--- src/rtl/capcmp_pkg.sv ---
package capcmp_pkg;
  typedef enum logic [1:0] {
    MODE_OFF      = 2'd0,
    MODE_CAP_RISE = 2'd1,
    MODE_CAP_FALL = 2'd2,
    MODE_CMP      = 2'd3
  } mode_e;

  localparam logic [1:0] SEL_LO   = 2'd0;
  localparam logic [1:0] SEL_HI   = 2'd1;
  localparam logic [1:0] SEL_CTRL = 2'd2;
endpackage

--- src/rtl/capcmp_timer.sv ---
module capcmp_timer #(
  parameter int W = 16
) (
  input  logic         clk_i,
  input  logic         rst_ni,
  input  logic         clr_i,
  output logic [W-1:0] cnt_o
);
  logic [W-1:0] cnt_q;

  always_ff @(posedge clk_i or negedge rst_ni) begin
    if (!rst_ni)    cnt_q <= '0;
    else if (clr_i) cnt_q <= '0;
    else            cnt_q <= cnt_q + 1'b1;
  end

  assign cnt_o = cnt_q;


  count_step_chk: assert property (@(posedge clk_i) disable iff (!rst_ni)
    !clr_i |=> cnt_q == $past(cnt_q) + 1'b1);
endmodule

--- src/rtl/capcmp_edge.sv ---
module capcmp_edge (
  input  logic clk_i,
  input  logic rst_ni,
  input  logic sig_i,
  output logic rise_o,
  output logic fall_o
);
  logic prev_q;

  always_ff @(posedge clk_i or negedge rst_ni) begin
    if (!rst_ni) prev_q <= 1'b0;
    else         prev_q <= sig_i;
  end

  assign rise_o = sig_i & ~prev_q;
  assign fall_o = ~sig_i & prev_q;
endmodule

--- src/rtl/capcmp_channel.sv ---
module capcmp_channel
  import capcmp_pkg::*;
#(
  parameter int BYTE_W  = 8,
  parameter bit TRIG_EN = 1'b0,
  localparam int REG_W  = 2 * BYTE_W
) (
  input  logic              clk_i,
  input  logic              rst_ni,
  input  logic              lo_wr_i,
  input  logic              hi_wr_i,
  input  logic              ctrl_wr_i,
  input  logic [BYTE_W-1:0] wdata_i,
  input  logic              cap_i,
  input  logic [REG_W-1:0]  timer_i,
  output logic [REG_W-1:0]  val_o,
  output mode_e             mode_o,
  output logic              flag_o,
  output logic              trig_o
);
  logic [REG_W-1:0] val_q;
  mode_e            mode_q;
  logic             flag_q;
  logic             rise, fall, cap_evt, match;

  capcmp_edge i_edge (
    .clk_i  (clk_i),
    .rst_ni (rst_ni),
    .sig_i  (cap_i),
    .rise_o (rise),
    .fall_o (fall)
  );

  assign cap_evt = (mode_q == MODE_CAP_RISE && rise) ||
                   (mode_q == MODE_CAP_FALL && fall);
  assign match   = (mode_q == MODE_CMP) && (timer_i == val_q);

  if (TRIG_EN) begin : g_trig
    assign trig_o = match;
  end else begin : g_no_trig
    assign trig_o = 1'b0;
  end

  // capture has priority over a same-cycle byte write
  always_ff @(posedge clk_i or negedge rst_ni) begin
    if (!rst_ni) begin
      val_q <= '0;
    end else if (cap_evt) begin
      val_q <= timer_i;
    end else begin
      if (lo_wr_i) val_q[BYTE_W-1:0]     <= wdata_i;
      if (hi_wr_i) val_q[REG_W-1:BYTE_W] <= wdata_i;
    end
  end

  always_ff @(posedge clk_i or negedge rst_ni) begin
    if (!rst_ni)        mode_q <= MODE_OFF;
    else if (ctrl_wr_i) mode_q <= mode_e'(wdata_i[1:0]);
  end

  always_ff @(posedge clk_i or negedge rst_ni) begin
    if (!rst_ni)                flag_q <= 1'b0;
    else if (ctrl_wr_i)         flag_q <= 1'b0;
    else if (cap_evt || match)  flag_q <= 1'b1;
  end

  assign val_o  = val_q;
  assign mode_o = mode_q;
  assign flag_o = flag_q;


  cap_load_chk: assert property (@(posedge clk_i) disable iff (!rst_ni)
    cap_evt && !ctrl_wr_i |=> val_q == $past(timer_i) && flag_q);

  cmp_flag_chk: assert property (@(posedge clk_i) disable iff (!rst_ni)
    match && !ctrl_wr_i |=> flag_q);

  flag_clr_chk: assert property (@(posedge clk_i) disable iff (!rst_ni)
    ctrl_wr_i |=> !flag_q);

  off_hold_chk: assert property (@(posedge clk_i) disable iff (!rst_ni)
    mode_q == MODE_OFF && !lo_wr_i && !hi_wr_i && !ctrl_wr_i && !flag_q
    |=> $stable(val_q) && !flag_q);
endmodule

--- src/rtl/capcmp_unit.sv ---
module capcmp_unit
  import capcmp_pkg::*;
#(
  parameter int NUM_CH  = 2,
  parameter int TRIG_CH = 0,
  parameter int BYTE_W  = 8,
  localparam int CH_W   = (NUM_CH > 1) ? $clog2(NUM_CH) : 1,
  localparam int ADDR_W = CH_W + 2,
  localparam int REG_W  = 2 * BYTE_W
) (
  input  logic              clk_i,
  input  logic              rst_ni,
  input  logic              wr_en_i,
  input  logic [ADDR_W-1:0] addr_i,
  input  logic [BYTE_W-1:0] wdata_i,
  output logic [BYTE_W-1:0] rdata_o,
  input  logic [NUM_CH-1:0] cap_i,
  output logic [REG_W-1:0]  timer_o,
  output logic [NUM_CH-1:0] flag_o,
  output logic              trig_o
);
  logic [CH_W-1:0]  ch_sel;
  logic [1:0]       sel;
  logic [REG_W-1:0] timer;
  logic [REG_W-1:0] val_v  [NUM_CH];
  mode_e            mode_v [NUM_CH];
  logic [NUM_CH-1:0] trig_v;

  assign ch_sel = addr_i[ADDR_W-1:2];
  assign sel    = addr_i[1:0];

  capcmp_timer #(.W(REG_W)) i_timer (
    .clk_i  (clk_i),
    .rst_ni (rst_ni),
    .clr_i  (trig_o),
    .cnt_o  (timer)
  );

  for (genvar i = 0; i < NUM_CH; i++) begin : g_ch
    logic hit;
    assign hit = wr_en_i && (ch_sel == CH_W'(i));

    capcmp_channel #(
      .BYTE_W  (BYTE_W),
      .TRIG_EN (i == TRIG_CH)
    ) i_chan (
      .clk_i     (clk_i),
      .rst_ni    (rst_ni),
      .lo_wr_i   (hit && sel == SEL_LO),
      .hi_wr_i   (hit && sel == SEL_HI),
      .ctrl_wr_i (hit && sel == SEL_CTRL),
      .wdata_i   (wdata_i),
      .cap_i     (cap_i[i]),
      .timer_i   (timer),
      .val_o     (val_v[i]),
      .mode_o    (mode_v[i]),
      .flag_o    (flag_o[i]),
      .trig_o    (trig_v[i])
    );
  end

  always_comb begin
    rdata_o = '0;
    for (int i = 0; i < NUM_CH; i++) begin
      if (ch_sel == CH_W'(i)) begin
        case (sel)
          SEL_LO:   rdata_o = val_v[i][BYTE_W-1:0];
          SEL_HI:   rdata_o = val_v[i][REG_W-1:BYTE_W];
          SEL_CTRL: rdata_o = BYTE_W'(mode_v[i]);
          default:  rdata_o = '0;
        endcase
      end
    end
  end

  assign trig_o  = |trig_v;
  assign timer_o = timer;


  trig_zero_chk: assert property (@(posedge clk_i) disable iff (!rst_ni)
    trig_o |=> timer_o == '0);
endmodule

--- config.mk ---
export PLATFORM = sky130hd
export DESIGN_NAME = capcmp_unit
export DESIGN_NICKNAME = d
export VERILOG_FILES = /design/src/rtl/capcmp_pkg.sv /design/src/rtl/capcmp_timer.sv /design/src/rtl/capcmp_edge.sv /design/src/rtl/capcmp_channel.sv /design/src/rtl/capcmp_unit.sv
export SDC_FILE = /design/constraint.sdc
export NUM_CORES = 1
export LEC_CHECK = 0
export ABC_AREA = 1
export CORE_UTILIZATION = 44
export CTS_BUF_LIST = sky130_fd_sc_hd__clkbuf_2
export CTS_CLUSTER_SIZE = 30
export DETAILED_ROUTE_END_ITERATION = 12
export MAX_ROUTING_LAYER = met4
export RECOVER_POWER = 50
export SKIP_LAST_GASP = 1
export SYNTH_ARGS = -nofsm -noshare
export SYNTH_HDL_FRONTEND = slang
export SYNTH_HIERARCHICAL = 1
export SYNTH_SLANG_ARGS = --single-unit
--- constraint.sdc ---
create_clock -name clk_i -period 2.4 [get_ports clk_i]
set_input_delay 0.48 -clock clk_i [delete_from_list [all_inputs] [get_ports clk_i]]
set_output_delay 0.48 -clock clk_i [all_outputs]
set_load 0.02 [all_outputs]
* Word-level counts from Yosys, hierarchy flattened
Cells that the tools add are included.
** Word-level totals
- Latch bits :: 0
- Memories :: 0
- Bits in writable memories :: 0
- Word-level logic and storage cells :: 70
- Output and inout port bits :: 27
- Memory bits (read-only) :: 0
- Flip-flop bits (word level) :: 56
** Operators by class
- Shift-type cells :: 0
- $lt $le $gt $ge :: 0
- Bitwise gates (word level) :: 9
- Reductions and logical operators :: 25
- Multiplexer cells :: 14
- Div/mod/pow operators :: 0
- Equality and inequality tests :: 10
- $add $sub $neg :: 1
- Multiply operators :: 0
** Operator list (count)
- 16-bit two-way mux :: 3
- 8-bit case mux with 3 select lines :: 2
- 8-bit two-way mux :: 5
- 16-bit equality test :: 2
- 16-bit by 1-bit adder with 16-bit output, second input constant :: 1
- 1-bit logical AND :: 14
- 2-bit nonzero test :: 6
- 2-bit equality test, second input constant :: 5
- 2-bit by 1-bit equality test with 1-bit output, second input constant :: 3
- 1-bit NOT :: 5
- 1-bit AND :: 4
- 1-bit logical OR :: 4
- 1-bit two-way mux :: 4
- 2-bit logical NOT :: 1

* Logic depth before layout (Yosys ltp)
Gate-level depths: netlist of run 1.
- Word-level depth :: 7
- Gate-level depth with buffers :: 13
- Mapped depth without buffers :: 13

* Cells and area by module
The synthesis of run 1 kept the hierarchy.
** Modules (own cells, without submodules)
- capcmp_channel at g_ch[0].i_chan :: sequential area each 475.5 um^2, area an instance 1333.8 um^2, cells an instance 216, instances 1
- capcmp_channel at g_ch[1].i_chan :: sequential area each 475.5 um^2, area an instance 1285.0 um^2, cells an instance 196, instances 1
- capcmp_timer :: sequential area each 400.4 um^2, area an instance 867.1 um^2, cells an instance 116, instances 1
- capcmp_unit :: sequential area each 0.0 um^2, area an instance 466.7 um^2, cells an instance 97, instances 1
- capcmp_edge :: sequential area each 25.0 um^2, area an instance 40.0 um^2, cells an instance 5, instances 2

* Worst setup path before layout of run 1
Ideal clock, no wire load.
- Kind :: register to register
- Start point :: register i_timer.cnt_q[2] (netlist: i_timer/cnt_o[2])
- End point :: register i_timer.cnt_q[4] (netlist: i_timer/cnt_o[4])
- Data required time :: 2.280 ns
- Arrival time :: 1.730 ns
- Clock period less this slack :: 1.850 ns
- Cell stages (with the launch flop) :: 12
- Path slack :: 0.550 ns
- Path buffers :: 0
- Cells stage by stage :: dfrtp_1 > xnor2_1 > nand2_1 > nor3b_1 > nand3_1 > nor2_1 > or2_2 > inv_2 > nand2_1 > o21ai_0 > o21ai_0 > inv_1
** On the way
- Word-level cells in the longest chain between the ends :: 3
** Ends and longest elaborated chain
- from (decl) :: RTL line capcmp_timer.sv:9 : logic [W-1:0] cnt_q;
- from (signal assigned) :: RTL line capcmp_timer.sv:14 : else cnt_q <= cnt_q + 1'b1;
- 16-bit equality test :: RTL line capcmp_channel.sv:36 : assign match = (mode_q == MODE_CMP) && (timer_i == val_q);
- 1-bit logical AND :: RTL line capcmp_channel.sv:36
- net trig_v[0] :: RTL line capcmp_unit.sv:27 : logic [NUM_CH-1:0] trig_v;
- 16-bit two-way mux :: RTL line capcmp_timer.sv:13 : else if (clr_i) cnt_q <= '0;
The timed path passes the listed nets, and every way through them passes these cells.
A chain may end at the register's enable or synchronous reset.

* Worst setup path in the final report of run 1
- Start point :: register g_ch[0].i_chan.val_q[2]
- End point :: output port trig_o
** On the way
- Word-level cells in the longest chain between the ends :: 2
** Ends and longest elaborated chain
- from (decl) :: RTL line capcmp_channel.sv:21 : logic [REG_W-1:0] val_q;
- from (signal assigned) :: RTL line capcmp_channel.sv:49 : val_q <= timer_i;
- from (signal, indexed assignment) :: RTL line capcmp_channel.sv:51 : if (lo_wr_i) val_q[BYTE_W-1:0] <= wdata_i;
- from (signal, indexed assignment) :: RTL line capcmp_channel.sv:52 : if (hi_wr_i) val_q[REG_W-1:BYTE_W] <= wdata_i;
- 16-bit equality test :: RTL line capcmp_channel.sv:36
- 1-bit logical AND :: RTL line capcmp_channel.sv:36
- to (decl) :: RTL line capcmp_unit.sv:20 : output logic trig_o
Every way passes these cells.

==> run metrics, run 1 <==
number of max-cap violations=0; gate count after technology mapping=roughly 640; H-tree levels=2; initial core utilization=45.8%; Final Core Density=between 50 and 60%; crit path cell chain=xnor2_2 > buf_4 > nand2_1 > nor3b_2 > nand3_1 > nor2_1 > or2_4 > buf_4; Tightest Hold Check Type=reg -> reg; arrival time of the worst setup path=2.00 ns; row count=34; synthesized area per cell=6.35 um^2; Vert. Die Dim=between 90 and 100 um; count of yosys warnings during synthesis=6; cell area after layout=4850 um^2; end of the worst register-to-register path=g_ch[1].i_chan/val_o[4]; Final Max Tran Viols=0; launch point of the worst reg-to-reg path=g_ch[1].i_chan/mode_o[1]; Clock Tree Root=clkbuf_2; final total power=roughly 2.7 mW; number of nets in the synthesized netlist=approximately 650; clock buffer depth=2; slowest stage cell, crit path=dfrtp_1; antenna violations before repair=0; Clock transition at path regs=0.28 ns; endpoint type of the worst setup path=primary output; Cell Area, Placed=between 4000 and 5000 um^2; proportion of synthesized chip area in sequential cells=between 30% and 40%; number of antenna diodes=0; average via count per standard cell=around 5.0; reg-to-reg setup timing slack=~0.28 ns; part of the cycle the worst path needs=103%; maximum number of pins on one net before global-route repair=57; number of nets in the layout=between 700 and 800; All-Layer GR Usage=a little over a quarter; Leak=roughly 2.5 nW; CP top delay family=simple AND/OR/NAND/NOR gates; startpoint types=flip-flop; Cell variety after synth=36; Setup Viol. Count Final=6; clk_lat worst skew=0.47 ns; clock tree from TritonCTS=yes; peak clock frequency supported by timing=approximately 400 MHz; number of instances on the worst hold path=2; DRC violations left=6; via count=4109; count of clock tree sinks=56; path depth of the worst reg2reg path=6; sum of overflow across all layers after global routing=0; final worst clock skew=0.0223 ns; number of flops mapped to enable cells by yosys=0; Worst IR Drop VDD=0.359 mV; Hold Path End=g_ch[1].i_chan/val_o[10]; horizontal die dimension=just under 100 um; critical path peak fanout=2; num ports=between 40 and 50; result of the run=finished with violations; Power per Cell Area=between 500 and 600 nW/um^2; violations in the final reports=design-rule violations, negative setup slack; number of register bits inferred by synthesis=56; proportion of synthesized flip-flops having asynchronous set or reset=between 90% and 100%; number of global-route vias before repair=~3800; aggregate routed wire length=roughly 12 mm; remaining antenna violation count=0; CP max stage delay=between 0.4 and 0.5 ns; Slew HR=3.53%; floorplan core area=8810 um^2; summed instance area of the synthesized netlist=a little over 4000 um^2; wire length of the first global-routing pass=19.8 mm; setup repair after global routing missed its margin=true; number of buffers and inverters on the critical path=2; fraction of layout instances using a drive strength above 1=between 10% and 20%; drt first pass iters=9; Area Overhead vs Synth=20.3%; overall die area=between 9000 and 10000 um^2; measured slew at the worst slew-check pin=roughly 1.4 ns; Most common cell on crit path=buf_4; number of violations reported at the end of detailed-routing iteration 0=between 200 and 250; hold path startpoint=g_ch[1].i_chan/val_o[10]; data required time of the critical path=approximately 1.9 ns; final HPWL from detailed placement=between 9 and 10 mm; Fin. Hold Viols=0; mean routed wirelength per cell=about 15 um; Routability Congestion=slightly above 0.9; number of CTS-inserted buffers=5; setup ws final=-0.0771 ns; # port buffers=42; most instantiated flip-flop cell in the synthesis netlist=dfrtp_1; final critical-path required period=~2.5 ns; Worst Setup Path Type=reg -> out
kinds of logic after synthesis:
kind of cell / share of synthesized area (%)
AOI/OAI and AO/OA: 3.23
xor gates and xnor gates: 1.74
adders and majority gates: 0.310
buffers and inverters: 12.2
DFF: 34.8
other: 0.0930
and+or+nand+nor: 47.7
what timing repair did:
item,in CTS,in global routing
endpoints found under the hold margin,56,0
setup buffers,1,0
hold buffers,1,0
gates resized for setup,27,9
cloned,1,0
endpoints found under the setup margin,9,9
pin swaps,2,2
area by class of cell:
class                           instances  area [um^2]
Timing Repair Buffer                   81          711
Multi-Input combinational cell        470         2150
Clock inverter                          2         60.1
Clock buffer                            5         25.0
Tap cell                              108          135
Inverter                               97          369
Sequential cell                        56         1400
Fill cell                             885         3960
layer usage:
layer	GRT usage, %	share of wire [%]
met1	39.5	49
met2	41.8	45
met5	-	0
met3	2.65	4.7
met4	6.53	0.89
worst min-delay path: stages, from the launching register on:
cell and delay, ns:
dfrtp_1 0.45, nand2_1 0.06, nand3_1 0.06
stage by stage:
stage          setup WS, ns  hold slack [ns]  std cells  setup TNS (ns)
2_1_floorplan         0.550            0.184        635               0
3_3_place_gp         -0.342            0.509        809           -2.50
3_5_place_dp         -0.351            0.506        809           -2.56
4_1_cts             -0.0842            0.418        819         -0.0842
5_1_grt              -0.187            0.558        819          -0.868
6_report            -0.0771            0.580        819          -0.135
synth_stat cells, types with 5 or more instances:
| cell | number | share of area [%] |
|---|---|---|
| nand2_1 | 262 | 24 |
| inv_1 | 90 | 8.4 |
| nor2_1 | 71 | 6.6 |
| dfrtp_1 | 56 | 35 |
| nand3_1 | 55 | 6.8 |
| nand2_2 | 15 | 2.3 |
| nor2_2 | 10 | 1.6 |
| nor2_4 | 8 | 2.2 |
| o21ai_0 | 7 | 0.87 |
| a21oi_1 | 6 | 0.74 |
| xnor2_1 | 6 | 1.3 |
| inv_2 | 5 | 0.47 |
layout by cell type, fill, tap and decap left out, types with 3 or more instances in the layout:
cell type / n
a21oi_1: 6
buf_12: 4
buf_2: 4
buf_4: 33
clkbuf_2: 11
clkdlybuf4s50_1: 28
dfrtp_1: 56
dlygate4sd3_1: 4
inv_1: 90
inv_2: 5
nand2_1: 263
nand2_2: 15
nand3_1: 55
nand3_2: 4
nand4_1: 4
nor2_1: 72
nor2_2: 10
nor2_4: 8
nor3b_1: 3
o21ai_0: 7
xnor2_1: 5
flip-flops by register name, summed over array words and instances, names as in the netlist:
register and count:
g_ch.i_chan/val_o 32, i_timer/cnt_o 16, g_ch.i_chan/mode_o 4, g_ch.i_chan/flag_o 2, g_ch.i_chan/i_edge/prev_q 2
where the power goes:
group	internal, mW	leakage [nW]	total (mW)	switching, mW
clock network	0.274	0.0490	0.586	0.312
logic	0.366	1.70	0.902	0.536
registers	1.07	0.738	1.22	0.148
total	1.71	2.49	2.71	0.996
how the worst max path moves through the flow:
stage	depth (start not counted)	to	from
2_1_floorplan	11	i_timer/cnt_o[4]	i_timer/cnt_o[2]
3_3_place_gp	8	rdata_o[3]	addr_i[0]
3_5_place_dp	8	rdata_o[5]	addr_i[0]
4_1_cts	8	trig_o	i_timer/cnt_o[2]
5_1_grt	8	trig_o	g_ch[0].i_chan/val_o[2]
6_report	8	trig_o	g_ch[0].i_chan/val_o[2]
No activity file was read; power rests on OpenSTA's default activity.
==> run 2, diff against run 1 <==
Settings changed: CTS_CLUSTER_DIAMETER from default to 40, DONT_BUFFER_PORTS from default to 1.
==> run metrics, run 2 (same netlist as run 1, synthesis figures left out) <==
number of antenna diodes=0 (unchanged); most common cell after layout, fill and taps aside=nand2_1; clock tree from TritonCTS=yes; antenna violations before repair=0 (unchanged); number of global-route vias before repair=3631 (-3.8%); clock buffer depth=2 (unchanged); number of flip-flops under the largest register name=32 (unchanged); part of the total power dissipated in combinational logic=32.6% (-0.7 points); peak clock frequency supported by timing=442 MHz (+9.4%); Clk pwr share=15.4% (-6.3 points); hold path startpoint=wdata_i[0]; measured slew at the worst slew-check pin=1.46 ns (+0.0150 ns); most used cells in the layout excluding fill and tap cells=nand2_1, inv_1, nor2_1; wire length of the first global-routing pass=18.9 mm (-4.8%); DRC violations left=6 (unchanged); area taken by multi-input logic gates=2150 um^2 (about the same); Fin. Hold Viols=0 (unchanged); area of all sequential standard cells=1410 um^2 (+0.45%); horizontal die dimension=97.7 um (unchanged); data required time of the critical path=1.92 ns (about the same); cell area after layout=4350 um^2 (-10%); fraction of layout instances using a drive strength above 1=14.4% (-0.56 points); Tightest Hold Check Type=in -> reg; Leak=2.25 nW (-9.6%); sum of overflow across all layers after global routing=0 (unchanged); Area Overhead vs Synth=7.79%; net switching component of the power=0.956 mW (-4.1%); part of the cycle the worst path needs=94.4% (-8.8 points); launch point of the worst reg-to-reg path=g_ch[1].i_chan/mode_o[1]; mean routed wirelength per cell=15.3 um (+3.6%); post-route setup TNS=0 ns (+0.135 ns); Slew HR=2.53% (-1.0 points); average via count per standard cell=5.07 (+1.1%); number of CTS-inserted buffers=5 (unchanged); Routability Congestion=0.906 (-0.92%); startpoint types=flip-flop; Worst IR Drop VDD=0.256 mV (-29%); critical path peak fanout=8 (+6); total of fill cells in the finished design=933 (+5.4%); maximum number of pins on one net before global-route repair=57 (unchanged); number of nets in the layout=679 (-6.7%); Vert. Die Dim=97.7 um (unchanged); floorplan core area=8810 um^2 (unchanged); All-Layer GR Usage=26.2% (-1.3 points); setup ws final=0.135 ns (+0.212 ns); remaining antenna violation count=0 (unchanged); number of violations reported at the end of detailed-routing iteration 0=269 (+21%); Cell Area, Placed=4220 um^2 (-12%); endpoint type of the worst setup path=primary output; result of the run=finished with violations; row count=34 (unchanged); clk_lat worst skew=0.47 ns (about the same); Worst setup startpoint=g_ch[0].i_chan/mode_o[1]; final critical-path required period=2.26 ns (-0.212 ns); via count=3905 (-5.0%); violations in the final reports=design-rule violations; final total power=2.38 mW (-12%); switching power as a share of total power=40.2% (+3.4 points); Worst Setup Path Type=reg -> out; final worst clock skew=0.0413 ns (+0.0190 ns); Clock Tree Root=clkbuf_2; setup slack at placement=0.477 ns (+0.828 ns); Internal Power=1.42 mW (-17%); Setup Viol. Count Final=0 (-6); # port buffers=0 (-100%); Power per Cell Area=547 nW/um^2 (-1.9%); sequential share of power=52.0% (+7.0 points); overall die area=9550 um^2 (unchanged); arrival time of the worst setup path=1.78 ns (-0.22 ns); Final Max Tran Viols=0 (unchanged); aggregate routed wire length=11.8 mm (-2.6%); number of max-cap violations=0 (unchanged); initial core utilization=45.8% (unchanged); num ports=43 (unchanged); setup repair after global routing missed its margin=true; drt first pass iters=9 (unchanged); Clock transition at path regs=0.30 ns (+0.02 ns); count of clock tree sinks=56 (unchanged); H-tree levels=2 (unchanged); final HPWL from detailed placement=9.11 mm (+0.80%)
[run 2: changes by cell type in the layout (fill, tap and decap cells not counted), moves of 2 or more]
cell | previous run | this run
clkdlybuf4s50_1 | 28 | 0
bufinv_16 | 2 | 0
buf_4 | 33 | 27
nand2_1 | 263 | 261
clkbuf_2 | 11 | 7
nand2_2 | 15 | 17
dfrtp_2 | 0 | 5
buf_12 | 4 | 0
buf_2 | 4 | 0
dfrtp_1 | 56 | 51
[run 2: what timing repair did]
action	4_1_cts	5_1_grt
buffers inserted	0	6
hold endpoints to repair	57	1
endpoints found under the setup margin	0	1
hold buffers	3	1
resized for setup	0	11
[run 2: critical path: stages (launching register included)]
cell     delay [ns]
dfrtp_1        0.45
nand2_2        0.10
inv_2          0.10
nand2_1        0.06
nor3b_1        0.22
nand3_1        0.10
nor2_1         0.11
or2_4          0.21
[run 2: path summary, 6_finish.rpt]
path | to | slack (ns) | cells after the start
worst max-delay path | trig_o | 0.14 | 7
worst min-delay path | g_ch[1].i_chan/mode_o[0] | 0.09 | 2
worst max register to register | g_ch[1].i_chan/val_o[4] | 0.49 | 6
worst min register to register | g_ch[1].i_chan/val_o[10] | 0.58 | 2
max in group asynchronous | i_timer/cnt_o[7] | 0.56 | 2
min in group asynchronous | g_ch[1].i_chan/val_o[0] | 0.84 | 2
[run 2: layer usage]
| metal | part of all wire, % | wire [um] | up-vias | global-route usage, % |
|---|---|---|---|---|
| met2 | 44 | 5230 | 121 | 39.9 |
| li1 | - | - | 1954 | - |
| met1 | 46 | 5450 | 1810 | 35.0 |
| met3 | 6.6 | 778 | 20 | 4.80 |
| met5 | 0 | 0 | - | - |
| met4 | 2.6 | 310 | 0 | 8.97 |
[run 2: final cells by class]
class / count / area share, %
Clock buffer: 6 / 0.691
Clock inverter: 1 / 0.115
Inverter: 97 / 8.49
Multi-Input combinational cell: 469 / 49.5
Sequential cell: 56 / 32.4
Tap cell: 108 / 3.11
Timing Repair Buffer: 33 / 5.73
[run 2: through the flow]
stage	hold WS, ns	util [%]	std cells
2_1_floorplan	0.184	-	635
3_3_place_gp	0.186	47.9	753
3_5_place_dp	0.186	47.9	753
4_1_cts	0.0123	48.8	763
5_1_grt	0.0818	49.4	770
6_report	0.0921	49.4	770
[run 2: power by group through the flow]
stage                     clock network, mW  registers, mW  logic [mW]
final                                 0.366           1.24       0.776
after global routing                  0.403           1.26       0.885
after CTS                             0.376           1.24       0.753
after detailed placement                  0           1.25       0.721
after global placement                    0           1.25       0.716
after floorplan                           0           1.22       0.580
